[config.mk]
export PLATFORM = sky130hd
export DESIGN_NAME = adc_frame_rx
export DESIGN_NICKNAME = d
export VERILOG_FILES = /design/src/rtl/adc_rx_pkg.sv /design/src/rtl/adc_rx_sync.sv /design/src/rtl/adc_rx_shifter.sv /design/src/rtl/adc_rx_decode.sv /design/src/rtl/adc_frame_rx.sv
export SDC_FILE = /design/constraint.sdc
export NUM_CORES = 1
export LEC_CHECK = 0
export ABC_CLOCK_PERIOD_IN_PS = 3100
export BUFFER_PORTS_ARGS = -buffer_cell sky130_fd_sc_hd__buf_2
export CAP_MARGIN = 20
export CORE_UTILIZATION = 62
export DETAILED_ROUTE_END_ITERATION = 12
export PLACE_DENSITY = 0.87
export SLEW_MARGIN = 10
export SYNTH_ARGS = -nofsm -noshare
export SYNTH_HDL_FRONTEND = slang
export SYNTH_SLANG_ARGS = --single-unit
[constraint.sdc]
create_clock -name clk -period 3.1 [get_ports clk]
set_input_delay 0.31 -clock clk [delete_from_list [all_inputs] [get_ports clk]]
set_output_delay 0.31 -clock clk [all_outputs]
set_load 0.005 [all_outputs]
[src/rtl/adc_rx_pkg.sv]
package adc_rx_pkg;
  typedef enum logic [1:0] {
    ST_WAIT_CONV = 2'd0,
    ST_ARMED     = 2'd1,
    ST_SHIFT     = 2'd2
  } rx_state_t;
endpackage

[src/rtl/adc_rx_sync.sv]
module adc_rx_sync #(
  parameter int WIDTH  = 2,
  parameter int STAGES = 2
) (
  input  logic             clk,
  input  logic             rst,
  input  logic [WIDTH-1:0] d,
  output logic [WIDTH-1:0] q
);
  logic [WIDTH-1:0] pipe [STAGES];

  always_ff @(posedge clk) begin
    if (rst) pipe[0] <= '0;
    else     pipe[0] <= d;
  end

  for (genvar g = 1; g < STAGES; g++) begin : g_stage
    always_ff @(posedge clk) begin
      if (rst) pipe[g] <= '0;
      else     pipe[g] <= pipe[g-1];
    end
  end

  assign q = pipe[STAGES-1];
endmodule

[src/rtl/adc_rx_shifter.sv]
module adc_rx_shifter
  import adc_rx_pkg::*;
#(
  parameter int FRAME_BITS   = 32,
  parameter int TIMEOUT_CLKS = 1024
) (
  input  logic                  clk,
  input  logic                  rst,
  input  logic                  sck_s,
  input  logic                  sdo_s,
  output logic [FRAME_BITS-1:0] frame_word,
  output logic                  frame_done,
  output logic                  status_err
);
  localparam int CNT_W = $clog2(FRAME_BITS + 1);
  localparam int WD_W  = $clog2(TIMEOUT_CLKS + 1);
  localparam logic [CNT_W-1:0] LAST_BIT = CNT_W'(FRAME_BITS - 1);
  localparam logic [WD_W-1:0]  WD_LAST  = WD_W'(TIMEOUT_CLKS - 1);

  rx_state_t         state;
  logic              sck_d;
  logic              rise;
  logic [CNT_W-1:0]  bit_cnt;
  logic [WD_W-1:0]   wd_cnt;
  logic [FRAME_BITS-1:0] shreg;

  assign rise       = sck_s & ~sck_d;
  assign frame_word = shreg;

  always_ff @(posedge clk) begin
    if (rst) begin
      state      <= ST_WAIT_CONV;
      sck_d      <= 1'b0;
      bit_cnt    <= '0;
      wd_cnt     <= '0;
      shreg      <= '0;
      frame_done <= 1'b0;
      status_err <= 1'b0;
    end else begin
      sck_d      <= sck_s;
      frame_done <= 1'b0;
      status_err <= 1'b0;
      case (state)
        ST_WAIT_CONV: begin
          if (sck_s && sdo_s) state <= ST_ARMED;
        end
        ST_ARMED: begin
          if (!sck_s && !sdo_s) begin
            state   <= ST_SHIFT;
            bit_cnt <= '0;
            wd_cnt  <= '0;
          end
        end
        ST_SHIFT: begin
          if (rise) begin
            wd_cnt  <= '0;
            shreg   <= {shreg[FRAME_BITS-2:0], sdo_s};
            bit_cnt <= bit_cnt + 1'b1;
            if (bit_cnt == '0 && sdo_s) begin
              status_err <= 1'b1;
              state      <= ST_WAIT_CONV;
            end else if (bit_cnt == LAST_BIT) begin
              frame_done <= 1'b1;
              state      <= ST_WAIT_CONV;
            end
          end else if (wd_cnt == WD_LAST) begin
            state <= ST_WAIT_CONV;
          end else begin
            wd_cnt <= wd_cnt + 1'b1;
          end
        end
        default: state <= ST_WAIT_CONV;
      endcase
    end
  end

  // the bit counter never runs past one frame
  assert_bitcnt_bound_R3: assert property (@(posedge clk) disable iff (rst)
    (state == ST_SHIFT) |-> (bit_cnt < CNT_W'(FRAME_BITS)));

  // the timeout counter stays inside its window
  assert_wd_bound_R8: assert property (@(posedge clk) disable iff (rst)
    wd_cnt < WD_W'(TIMEOUT_CLKS));

  // shifting is entered only from the armed state
  assert_start_from_armed_R2: assert property (@(posedge clk) disable iff (rst)
    (state == ST_SHIFT && $past(state) != ST_SHIFT) |-> $past(state) == ST_ARMED);

  // a completed frame leaves the receiver waiting for a conversion
  assert_done_returns_R9: assert property (@(posedge clk) disable iff (rst)
    frame_done |-> ($past(state) == ST_SHIFT && state == ST_WAIT_CONV));

  // a status rejection comes only from the first edge
  assert_err_first_edge_R4: assert property (@(posedge clk) disable iff (rst)
    status_err |-> ($past(bit_cnt) == '0 && $past(sdo_s)));
endmodule

[src/rtl/adc_rx_decode.sv]
module adc_rx_decode #(
  parameter int FRAME_BITS = 32,
  parameter int RESULT_W   = 24
) (
  input  logic                       clk,
  input  logic                       rst,
  input  logic [FRAME_BITS-1:0]      frame_word,
  input  logic                       frame_done,
  input  logic                       status_err,
  output logic signed [RESULT_W-1:0] result,
  output logic                       over_range,
  output logic                       valid,
  output logic                       frame_err
);
  localparam int SIGN_POS = FRAME_BITS - 3;
  localparam int OVR_POS  = FRAME_BITS - 4;
  localparam int CODE_MSB = FRAME_BITS - 5;

  always_ff @(posedge clk) begin
    if (rst) begin
      result     <= '0;
      over_range <= 1'b0;
      valid      <= 1'b0;
      frame_err  <= 1'b0;
    end else begin
      valid     <= frame_done;
      frame_err <= status_err;
      if (frame_done) begin
        result     <= {~frame_word[SIGN_POS], frame_word[CODE_MSB -: RESULT_W-1]};
        over_range <= frame_word[OVR_POS];
      end
    end
  end

  // a new result is announced for one cycle only
  assert_valid_single_R7: assert property (@(posedge clk) disable iff (rst)
    valid |=> !valid);

  // outputs hold between announcements
  assert_result_hold_R7: assert property (@(posedge clk) disable iff (rst)
    !valid |-> ($stable(result) && $stable(over_range)));

  // a rejected frame never also reports a result
  assert_err_excl_R4: assert property (@(posedge clk) disable iff (rst)
    !(valid && frame_err));
endmodule

[src/rtl/adc_frame_rx.sv]
module adc_frame_rx #(
  parameter int FRAME_BITS   = 32,
  parameter int RESULT_W     = 24,
  parameter int SYNC_STAGES  = 2,
  parameter int TIMEOUT_CLKS = 1024
) (
  input  logic                clk,
  input  logic                rst,
  input  logic                sck_in,
  input  logic                sdo_in,
  output logic [RESULT_W-1:0] result,
  output logic                over_range,
  output logic                valid,
  output logic                frame_err
);
  logic [1:0]            sync_q;
  logic [FRAME_BITS-1:0] frame_word;
  logic                  frame_done;
  logic                  status_err;

  adc_rx_sync #(.WIDTH(2), .STAGES(SYNC_STAGES)) u_sync (
    .clk (clk),
    .rst (rst),
    .d   ({sck_in, sdo_in}),
    .q   (sync_q)
  );

  adc_rx_shifter #(.FRAME_BITS(FRAME_BITS), .TIMEOUT_CLKS(TIMEOUT_CLKS)) u_shift (
    .clk        (clk),
    .rst        (rst),
    .sck_s      (sync_q[1]),
    .sdo_s      (sync_q[0]),
    .frame_word (frame_word),
    .frame_done (frame_done),
    .status_err (status_err)
  );

  adc_rx_decode #(.FRAME_BITS(FRAME_BITS), .RESULT_W(RESULT_W)) u_dec (
    .clk        (clk),
    .rst        (rst),
    .frame_word (frame_word),
    .frame_done (frame_done),
    .status_err (status_err),
    .result     (result),
    .over_range (over_range),
    .valid      (valid),
    .frame_err  (frame_err)
  );
endmodule

**Word level (Yosys, flattened, before mapping)**

Memories as Yosys holds them, arrays and structs flattened.
Cells that the tools add are included.

- Memory bits (writable): 4
- Input bits: 4
- Output and inout bits: 27
- Register bits: 79
- Memories: 1
- Word-level logic and storage cells: 66

- Bitwise logic cells: 7
- Reduce and logical (&&, ||, !) cells: 14
- $add $sub $neg: 2
- Equality and inequality tests: 10
- Mux-type cells: 21

Memories:

| memory | words | width | read ports | clocked after memory_dff | write ports | RTL line | RTL |
|---|---|---|---|---|---|---|---|
| u_sync.pipe | 2 | 2 | 2 | 0 | 2 | adc_rx_sync.sv:10 | `logic [WIDTH-1:0] pipe [STAGES];` |

Operator list:

| kind | count |
|---|---|
| 11-bit 2-to-1 mux | 3 |
| 11-bit one-hot mux with 2 select lines | 1 |
| 2-bit 2-to-1 mux | 8 |
| 6-bit 2-to-1 mux | 2 |
| 6-bit one-hot mux with 2 select lines | 1 |
| 11-bit by 1-bit adder with 11-bit output, second input constant | 1 |
| 11-bit by 10-bit equality test with 1-bit output, second input constant | 1 |
| 6-bit by 1-bit adder with 6-bit output, second input constant | 1 |
| 6-bit by 5-bit equality test with 1-bit output, second input constant | 1 |
| 6-bit zero test | 1 |
| 2-bit by 1-bit != test with 1-bit output, second input constant | 3 |
| 2-bit one-hot mux with 3 select lines | 1 |
| 3-bit AND reduction | 2 |
| 1-bit 2-to-1 mux | 5 |
| 4-bit != test, second input constant | 1 |
| 1-bit inverter | 4 |
| 4-bit AND reduction | 1 |
| 4-bit OR reduction | 1 |
| 1-bit logical AND | 3 |
| 3-bit by 1-bit != test with 1-bit output, second input constant | 1 |
| 3-bit by 2-bit != test with 1-bit output, second input constant | 1 |
| 3-bit OR reduction | 1 |
| 2-bit by 1-bit equality test with 1-bit output, second input constant | 1 |
| 2-bit equality test, second input constant | 1 |
| other kinds (6) | 8 |

**Longest topological paths before layout**

Gate-level depths: netlist of the first run.

- Word-level depth: 5
- Mapped depth: 8
- Gate-level depth less buffers: 7

**Hierarchy**

Synthesis of the first run repeated with hierarchy kept, for this count alone.

- Cell total of the unflattened synthesis: 367
- Area, all modules: 3,348.2 um^2

Modules (own cells, without submodules):

| module | instances | area each (um^2) | cells each |
|---|---|---|---|
| adc_rx_shifter | 1 | 2,277.2 | 274 |
| adc_rx_decode | 1 | 965.9 | 85 |
| adc_rx_sync | 1 | 105.1 | 8 |

**Worst setup path after synthesis of the first run**

Ideal clock, no wire load.

- Path kind: register to register
- Start point: reg u_shift.state[0]
- End point: reg u_shift.wd_cnt[1]
- Setup slack: 1.491 ns
- Clock period less this slack: 1.609 ns
- Arrival time: 1.539 ns
- Library setup time: 0.070 ns
- Data required time: 3.030 ns
- Stages on the path, launching flop included: 8
- Path buffers: 1
- Cell sequence: dfxtp_1 > inv_1 > ha_1 > nand2_1 > or2_1 > buf_6 > or3_1 > a21oi_1

- Cells in the longest elaborated chain, start to end: 3
- Elaborated cells on any way between the ends: 7

Ends and longest elaborated chain:

| element | RTL line | RTL |
|---|---|---|
| start, declared | adc_rx_shifter.sv:20 | `rx_state_t state;` |
| start signal, assigned | adc_rx_shifter.sv:32 | `state <= ST_WAIT_CONV;` |
| start signal, assigned | adc_rx_shifter.sv:45 | `if (sck_s && sdo_s) state <= ST_ARMED;` |
| start signal, assigned | adc_rx_shifter.sv:49 | `state <= ST_SHIFT;` |
| 2-bit equality test or 2-bit by 1-bit equality test with 1-bit output (tied branches) | adc_rx_shifter.sv:43 | `case (state)` |
| 3-bit by 2-bit != test with 1-bit output (no source line), or another cell as far along | -- |  |
| 3-bit AND reduction (no source line) | -- |  |
| end signal, assigned | adc_rx_shifter.sv:69 | `wd_cnt <= wd_cnt + 1'b1;` |
| end, declared | adc_rx_shifter.sv:24 | `logic [WD_W-1:0] wd_cnt;` |

Several ways; a longest one is shown, not always the timed one.
A chain may end at the register's enable or synchronous reset.

**Final worst setup path of the first run**

Ends and elaborated chain as after synthesis.

==> results_dict.tcl, run 1 <==
set metrics [dict create \
    cts_resized 0 \
    cts_buffer_depth 2 \
    synth-main-ff-cell "dfxtp_1" \
    p_switching_mw 0.568 \
    drt-total-wl_um 6370 \
    p_seq_share_pct 52.0 \
    power_mw 2.09 \
    drt_iter0_markers 100 \
    fin_crit_ns 2.01 \
    leakagePower_nw 1.30 \
    whs_ns 0.169 \
    postCtsSetupBuffers 0 \
    vdd_drop_max_mv 0.509 \
    drive_gt1_share_pct 14.2 \
    cts_tree "done" \
    wire_per_inst_um 13.8 \
    synth_cell_types 43 \
    start_util_pct 66.3 \
    syn_avg_cell_area_um2 8.86 \
    clock_power_share_pct 36.9 \
    grt_max_degree 38 \
    rsz0062_at_grt "false" \
    syn_to_final_growth_pct 11.5 \
    sw_frac_of_total_pct 27.2 \
    critical-path-max-stage-delay_ns 0.39 \
    grt_usage_pct 25.6 \
    portBuffers 30 \
    required_ns 3.37 \
    via_count 2538 \
    grt_pass1_wl_um 10600 \
    setup-tns-final_ns 0 \
    comb_power_share_pct 11.1 \
    finalHoldViolCount 0 \
    cts_sinks 83 \
    worst-path-max-fanout 11 \
    path_cells "inv_1 -> ha_1 -> nand2_1 -> or2_1 -> or3_1 -> a21oi_1" \
    floorplan.rows 25 \
    slew_viol_final 0 \
    synthesis.nets 375 \
    dieArea_um2 5510 \
    hold_buffers 0 \
    yosysTopAreaCellShare_pct 51.4 \
    gp_congestion 0.880 \
    grt_pass1_vias 2381 \
    period_share_pct 64.8 \
    crit_path_end_kind "register" \
    core_um2 4880 \
    remaining_drc_errors 0 \
    grt-ovfl-total 0 \
    cts.htree.levels 3 \
    multiInputGateArea_um2 1460 \
    synth_area_um2 3230 \
    register_area_um2 1660 \
    antenna_found_initial 0 \
    routed_via_density 5.51 \
    start_kind "register" \
    insertion_delay_ns 0.35 \
    drv_cap 0 \
    layout.cells.non_filler 461 \
    max_freq_ghz 0.498 \
    diodes 0 \
    cts_made_buffers 9 \
    dieHeight_um 74.2 \
    ant_nets 0 \
    drtPass1Iterations 4 \
    synth_top_area_cell "dfxtp_1" \
    yosys_register_bits 83 \
    post-dp-hpwl_um 4150 \
    synth_async_sr_flop_share_pct 0 \
    synth-edff-count 0 \
    dp.cells 445 \
    min_path_type "input port to register" \
    rrSetupSlack_ns 1.09 \
    skew_ns 0.0144 \
    slowest_stage "ha_1" \
    critical_path_arrival_ns 2.28 \
    path_clk_slew_ns 0.09 \
    postSynthCellCount 365 \
    synthTopCellsByArea "dfxtp_1 51%, mux2i_1 8.4%, nand2_1 8.2%" \
    dieWidth_um 74.2 \
    synth-warning-count 0 \
    outcome "finished, final reports clean" \
    io_pins 31 \
    report.final.setup_viol 0 \
    critPathKind "register to register" \
    p_int_mw 1.52 \
    ys_seq_area_share_pct 51.4 \
    cts-root-buf "clkbuf_8" \
    final_nets 399 \
    p_per_area_nw_per_um2 579 \
    max_slew_margin_pct 55.0 \
    worst_pin_slew_ns 0.676 \
    fillers 376 \
]
[worst max-delay path: cells and delay by family, from the launching register on]
family	cells	cell delay (ns)
simple gates	3	0.99
flops	1	0.37
buf+inv	1	0.07
compound gates	1	0.11
fa+ha+maj	1	0.39
[cell type report]
class	instances	share of cell area, %
inverter	8	0.833
sequential	83	46.1
tap	67	2.33
timing repair buffer	33	4.79
clock buffer	9	3.44
clock inverter	7	2.05
multi-input combinational	254	40.5
[power groups by stage]
stage	combinational, mW	clock (mW)	sequential, mW
2_1_floorplan	0.201	0	1.11
5_1_grt	0.256	0.826	1.09
6_report	0.232	0.769	1.09
3_3_place_gp	0.216	0	1.11
4_1_cts	0.231	0.784	1.09
3_5_place_dp	0.229	0	1.11
[logic make-up after synthesis]
| kind of cell | Yosys count | synth area share, % |
|---|---|---|
| AO/OA/AOI/OAI | 54 | 10.0 |
| flip-flops | 83 | 51.4 |
| adder cells (fa/ha/maj) | 6 | 2.32 |
| buffers and inverters | 28 | 3.60 |
| AND/OR/NAND/NOR | 158 | 21.9 |
| multiplexers | 27 | 8.36 |
| XOR/XNOR | 9 | 2.44 |
[path summary, 6_finish.rpt]
check	from	end	depth (start not counted)
min	sdo_in	u_sync.pipe[0][0]	2
min reg2reg	u_shift.status_err	u_dec.frame_err	1
max reg2reg	u_shift.state[0]	u_shift.wd_cnt[1]	6
max	u_shift.state[0]	u_shift.wd_cnt[1]	6
[cells in the mapped netlist, types with 2 or more instances]
cell	number
dfxtp_1	83
nor4_1	2
buf_2	3
nor2b_1	7
o21ai_0	2
xor2_1	4
nand2b_1	4
nor3_1	10
mux2i_1	27
nor2_1	40
clkbuf_1	16
o211ai_1	3
a21oi_1	37
nand2_1	71
xnor2_1	5
nand3_1	10
nand4_1	2
ha_1	6
inv_1	8
and3_1	2
[layout by cell type, fill, tap and decap left out, types with 2 or more instances in the layout]
cell type	netlist	routed
a21oi_1	37	37
and3_1	2	2
buf_2	3	30
buf_4	0	3
clkbuf_8	0	9
clkinv_2	0	2
dfxtp_1	83	83
ha_1	6	6
inv_1	8	8
inv_6	0	2
mux2i_1	27	27
nand2_1	71	71
nand2b_1	4	4
nand3_1	10	10
nand4_1	2	2
nor2_1	40	39
nor2b_1	7	7
nor3_1	10	10
nor4_1	2	2
o211ai_1	3	3
o21ai_0	2	2
xnor2_1	5	5
xor2_1	4	4
[through the flow]
step                util, %  worst slack (ns)  cell area (µm²)
global route           73.9             0.950             3600
global placement       69.8              1.24             3410
floorplan                 -              1.49             3230
detailed placement     69.8              1.14             3410
finish                 73.9              1.09             3600
CTS                    73.9              1.11             3600
[flip-flops by register name, indices dropped and copies added (netlist names)]
name / cells
u_shift.sck_d: 1
u_dec.frame_err: 1
u_shift.wd_cnt: 11
u_shift.frame_word: 30
u_shift.bit_cnt: 6
u_shift.status_err: 1
u_dec.valid: 1
u_dec.result: 24
u_shift.frame_done: 1
u_shift.state: 2
u_dec.over_range: 1
u_sync.pipe: 4
[metal layers]
| metal | GRT usage (%) | part of all wire [%] | vias up |
|---|---|---|---|
| li1 | - | - | 1268 |
| met3 | 7.86 | 3.9 | 9 |
| met5 | 0 | 0 | - |
| met1 | 29.2 | 44 | 1206 |
| met2 | 44.7 | 51 | 55 |
| met4 | 10.3 | 1.2 | 0 |
No activity file was read; power rests on OpenSTA's default activity.
==> inputs of run 2 (changes only) <==
ABC_AREA = 1   (was unset)
ABC_CLOCK_PERIOD_IN_PS = 1800   (was 3100)
CORE_UTILIZATION = 52   (was 62)
PLACE_DENSITY = 0.78   (was 0.87)
clock period = 1.8 ns   (was 3.1 ns; I/O delays follow)
==> results_dict.tcl, run 2 <==
set metrics [dict create \
    outcome "finished, final reports clean" \
    antenna_found_initial 0 \
    crit_path_end_kind "register" \
    hold_buffers 0 \
    postSynthCellCount 431 \
    p_seq_share_pct 51.4 \
    start_kind "register" \
    cts-root-buf "clkbuf_8" \
    synthTopCellsByArea "dfxtp_1 51%, nor2_1 16%, o21ai_0 8.4%" \
    synth_cell_types 27 \
    wire_per_inst_um 11.5 \
    drv_cap 0 \
    routed_via_density 5.09 \
    min_path_type "input port to register" \
    insertion_delay_ns 0.35 \
    synth_top_area_cell "dfxtp_1" \
    via_count 2748 \
    synth-main-ff-cell "dfxtp_1" \
    start_util_pct 54.7 \
    grt-ovfl-total 0 \
    dieArea_um2 6630 \
    post-route-util_pct 61.3 \
    fillers 562 \
    drt_iter0_markers 77 \
    grt_pass1_wl_um 10600 \
    post-dp-hpwl_um 4130 \
    yosysMostFrequentCell "nor2_1" \
    yosys_register_bits 83 \
    core_um2 5990 \
    cts_buffer_depth 2 \
    remaining_drc_errors 0 \
    synth-edff-count 0 \
    grt_usage_pct 20.9 \
    cts_tree "done" \
    report.final.setup_viol 0 \
    max_slew_margin_pct 72.0 \
    cts_resized 0 \
    yosysTopAreaCellShare_pct 50.7 \
    grt_max_degree 31 \
    cts_made_buffers 9 \
    critical-path-max-stage-delay_ns 0.38 \
    hold_path_depth 3 \
    gp_congestion 0.840 \
    final_nets 470 \
    comb_power_share_pct 16.8 \
    final_cell_mix "138 x nor2_1, 83 x dfxtp_1, 55 x o21ai_0" \
    p_per_area_nw_per_um2 1030 \
    drt-total-wl_um 6220 \
    ys_seq_area_share_pct 50.7 \
    rrSetupSlack_ns 0.19 \
    path_cells "inv_1 -> ha_1 -> o21ai_0 -> nand2_1 -> o21ai_0 -> inv_1 -> o21ai_0 -> nor2_1" \
    place_area_um2 3490 \
    setup-tns-final_ns 0 \
    slowest_stage "o21ai_0" \
    floorplan.rows 28 \
    rsz0062_at_grt "false" \
    diodes 0 \
    critical_path_arrival_ns 1.86 \
    p_switching_mw 1.16 \
    register_area_um2 1660 \
    synth_common_cells "138 x nor2_1, 83 x dfxtp_1, 55 x o21ai_0" \
    dieHeight_um 81.4 \
    finalHoldViolCount 0 \
    clock_power_share_pct 31.8 \
    p_int_mw 2.61 \
    fin_crit_ns 1.61 \
    ant_nets 0 \
    grt_pass1_vias 2460 \
    power_mw 3.78 \
    slew_viol_final 0 \
    largest_reg_flops 30 \
    io_pins 31 \
    drtPass1Iterations 4 \
    drive_gt1_share_pct 15.3 \
    sw_frac_of_total_pct 30.8 \
    cts.htree.levels 3 \
    synthesis.nets 441 \
    period_share_pct 89.7 \
    synth_async_sr_flop_share_pct 0 \
    dieWidth_um 81.4 \
    synth-warning-count 0 \
    syn_avg_cell_area_um2 7.61 \
    worst-path-max-fanout 3 \
    skew_ns 0.0103 \
    final_area_um2 3670 \
    final_common_cell "nor2_1" \
    reg2reg_depth 8 \
    synth_area_um2 3280 \
    crit_top_cell "o21ai_0" \
    worst_pin_slew_ns 0.416 \
    portBuffers 30 \
    multiInputGateArea_um2 1430 \
    vdd_drop_max_mv 0.627 \
    max_freq_ghz 0.619 \
    path_clk_slew_ns 0.09 \
    postCtsSetupBuffers 0 \
    syn_to_final_growth_pct 11.9 \
    required_ns 2.05 \
    cts_sinks 83 \
    critPathKind "register to register" \
    leakagePower_nw 1.78 \
]
run 2: through the flow:
stage               hold slack [ns]  std cells  worst slack (ns)
finish                       0.0255        540             0.186
global route                 0.0244        540            0.0113
CTS                          0.0142        540             0.202
detailed placement            0.391        524             0.219
global placement              0.395        524             0.293
floorplan                     0.249        431             0.444
run 2: worst max-delay path: cells and delay by family, from the launching register on:
| kind | cells | cell delay (ns) |
|---|---|---|
| DFF | 1 | 0.35 |
| AOI/OAI and AO/OA | 3 | 0.55 |
| buffers and inverters | 2 | 0.18 |
| and+or+nand+nor | 2 | 0.20 |
| adders and majority gates | 1 | 0.21 |
run 2: cell type report:
class | count | share of cell area (%)
timing repair buffer | 35 | 5.11
inverter | 32 | 3.31
clock inverter | 6 | 1.33
tap | 75 | 2.56
clock buffer | 10 | 3.48
sequential | 83 | 45.3
multi-input combinational | 299 | 39.0
run 2: cell families after synthesis:
family          synth area share, %
xor+xnor                      0.267
buf+inv                        5.72
simple gates                   29.0
compound gates                 12.0
flops                          50.7
fa+ha+maj                      2.29
run 2: power by group through the flow:
stage / combinational [mW] / sequential (mW) / clock (mW)
finish: 0.636 / 1.94 / 1.20
global route: 0.707 / 1.95 / 1.32
global placement: 0.612 / 1.98 / 0
CTS: 0.639 / 1.94 / 1.25
detailed placement: 0.633 / 1.98 / 0
floorplan: 0.522 / 1.97 / 0
run 2: routing by layer:
layer | global-route usage (%) | part of all wire (%)
met1 | 23.2 | 46
met2 | 37.4 | 49
met3 | 7.00 | 3.8
met4 | 6.61 | 1.2
met5 | 0 | 0
run 2: worst paths after layout:
kind,start,endpoint
worst min register to register,u_sync.pipe[0][1],u_sync.pipe[1][1]
worst min-delay path,sdo_in,u_sync.pipe[0][0]
worst max-delay path,u_shift.state[1],u_shift.bit_cnt[4]
worst max register to register,u_shift.state[1],u_shift.bit_cnt[4]
==> inputs of run 3 (changes only) <==
GPL_TIMING_DRIVEN = 0   (was unset)
==> results_dict.tcl, run 3 (same netlist as run 2, synthesis figures left out) <==
set metrics [dict create \
    hold_start "rst" \
    drt_iter0_markers 156 \
    max_slew_margin_pct 66.7 \
    dieArea_um2 6630 \
    syn_to_final_growth_pct 14.2 \
    skew_ns 0.00958 \
    sw_frac_of_total_pct 28.8 \
    comb_power_share_pct 15.8 \
    register_area_um2 1660 \
    postCtsSetupBuffers 0 \
    clock_power_share_pct 36.4 \
    grt-ovfl-total 0 \
    p_int_mw 2.89 \
    max_freq_ghz 0.612 \
    start_util_pct 54.7 \
    whs_ns 0.0262 \
    largest_reg_flops 30 \
    cts_resized 0 \
    dieHeight_um 81.4 \
    grt_usage_pct 21.4 \
    rsz0062_at_grt "false" \
    start_kind "register" \
    finalHoldViolCount 0 \
    via_count 2787 \
    setup-tns-final_ns 0 \
    core_um2 5990 \
    cp-endpoint "u_shift.bit_cnt[4]" \
    floorplan.rows 28 \
    worst_pin_slew_ns 0.499 \
    pre_cts_slack_ns 0.213 \
    io_pins 31 \
    path_clk_slew_ns 0.08 \
    timing.rr.end "u_shift.bit_cnt[4]" \
    slew_viol_final 0 \
    remaining_drc_errors 0 \
    diodes 0 \
    layout.cells.non_filler 552 \
    p_switching_mw 1.17 \
    critPathKind "register to register" \
    post-route-util_pct 62.5 \
    multiInputGateArea_um2 1430 \
    fin_crit_ns 1.63 \
    portBuffers 30 \
    cts-root-buf "clkbuf_8" \
    reg2reg_from "u_shift.state[1]" \
    startpoint "u_shift.state[1]" \
    worst_slack_ns 0.166 \
    p_per_area_nw_per_um2 1080 \
    insertion_delay_ns 0.35 \
    cts_tree "done" \
    rrSetupSlack_ns 0.17 \
    p_seq_share_pct 47.8 \
    worst-path-max-fanout 3 \
    min_path_type "input port to register" \
    drv_cap 0 \
    final_cell_mix "138 x nor2_1, 83 x dfxtp_1, 55 x o21ai_0" \
    reg2reg_depth 8 \
    outcome "finished, final reports clean" \
    critical_path_arrival_ns 1.88 \
    period_share_pct 90.8 \
    gp_congestion 0.828 \
    drive_gt1_share_pct 14.5 \
    cts.htree.levels 3 \
    drt-total-wl_um 6390 \
    antenna_found_initial 0 \
    ant_nets 0 \
    fillers 511 \
    report.final.setup_viol 0 \
    final_nets 482 \
    grt_max_degree 16 \
    hold_buffers 0 \
    wire_per_inst_um 11.6 \
    dp.cells 536 \
    post-dp-hpwl_um 4480 \
    leakagePower_nw 1.81 \
    grt_pass1_vias 2464 \
    routed_via_density 5.05 \
    required_ns 2.04 \
    cts_sinks 83 \
    vdd_drop_max_mv 0.661 \
    cts_made_buffers 9 \
    grt_pass1_wl_um 10800 \
    crit_path_end_kind "register" \
    drtPass1Iterations 4 \
    cts_buffer_depth 2 \
    dieWidth_um 81.4 \
    final_common_cell "nor2_1" \
]
run 3: cell count changes in the layout (fill, tap and decap cells not counted), sizes merged:
cell / delta
bufinv: +2
clkbuf: +14
clkinvlp: +1
buf: -3
clkinv: -2
run 3: critical path, stage by stage, from the launching register on:
cell     delay (ns)
dfxtp_1        0.34
inv_1          0.07
ha_1           0.21
o21ai_0        0.08
nand2_1        0.15
o21ai_0        0.38
inv_1          0.11
o21ai_0        0.10
nor2_1         0.07
run 3: per-layer routing:
metal / share of wire, % / wire length [µm] / track usage (%)
met5: 0 / 0 / 0
met4: 2.8 / 180 / 13.4
met3: 3.5 / 222 / 4.11
met2: 47 / 3040 / 34.4
met1: 46 / 2950 / 26.4
run 3: power groups by stage:
stage | sequential [mW] | clock [mW] | combinational [mW]
after detailed placement | 1.98 | 0 | 0.642
after global routing | 1.95 | 1.58 | 0.714
after CTS | 1.94 | 1.50 | 0.645
final | 1.94 | 1.48 | 0.642
after global placement | 1.98 | 0 | 0.627
after floorplan | 1.97 | 0 | 0.522
run 3: worst min path at each step:
stage / cells after the start / endpoint / slack (ns)
after floorplan: 1 / u_shift.bit_cnt[0] / 0.25
final: 2 / u_shift.bit_cnt[0] / 0.03
after global routing: 2 / u_shift.bit_cnt[0] / 0.02
after detailed placement: 2 / u_shift.bit_cnt[0] / 0.39
after CTS: 2 / u_shift.bit_cnt[0] / 0.01
after global placement: 2 / u_shift.bit_cnt[0] / 0.38
run 3: final cells by class:
class | count | area share [%]
sequential | 83 | 44.4
multi-input combinational | 299 | 38.2
timing repair buffer | 30 | 4.01
clock buffer | 9 | 3.31
inverter | 32 | 3.24
clock inverter | 7 | 2.64
tap | 75 | 2.51
buffer | 17 | 1.77
run 3: metrics by stage:
step	power, mW	cell area (µm²)
floorplan	2.49	3280
global placement	2.61	3520
detailed placement	2.62	3520
CTS	4.09	3750
global route	4.24	3750
finish	4.06	3750
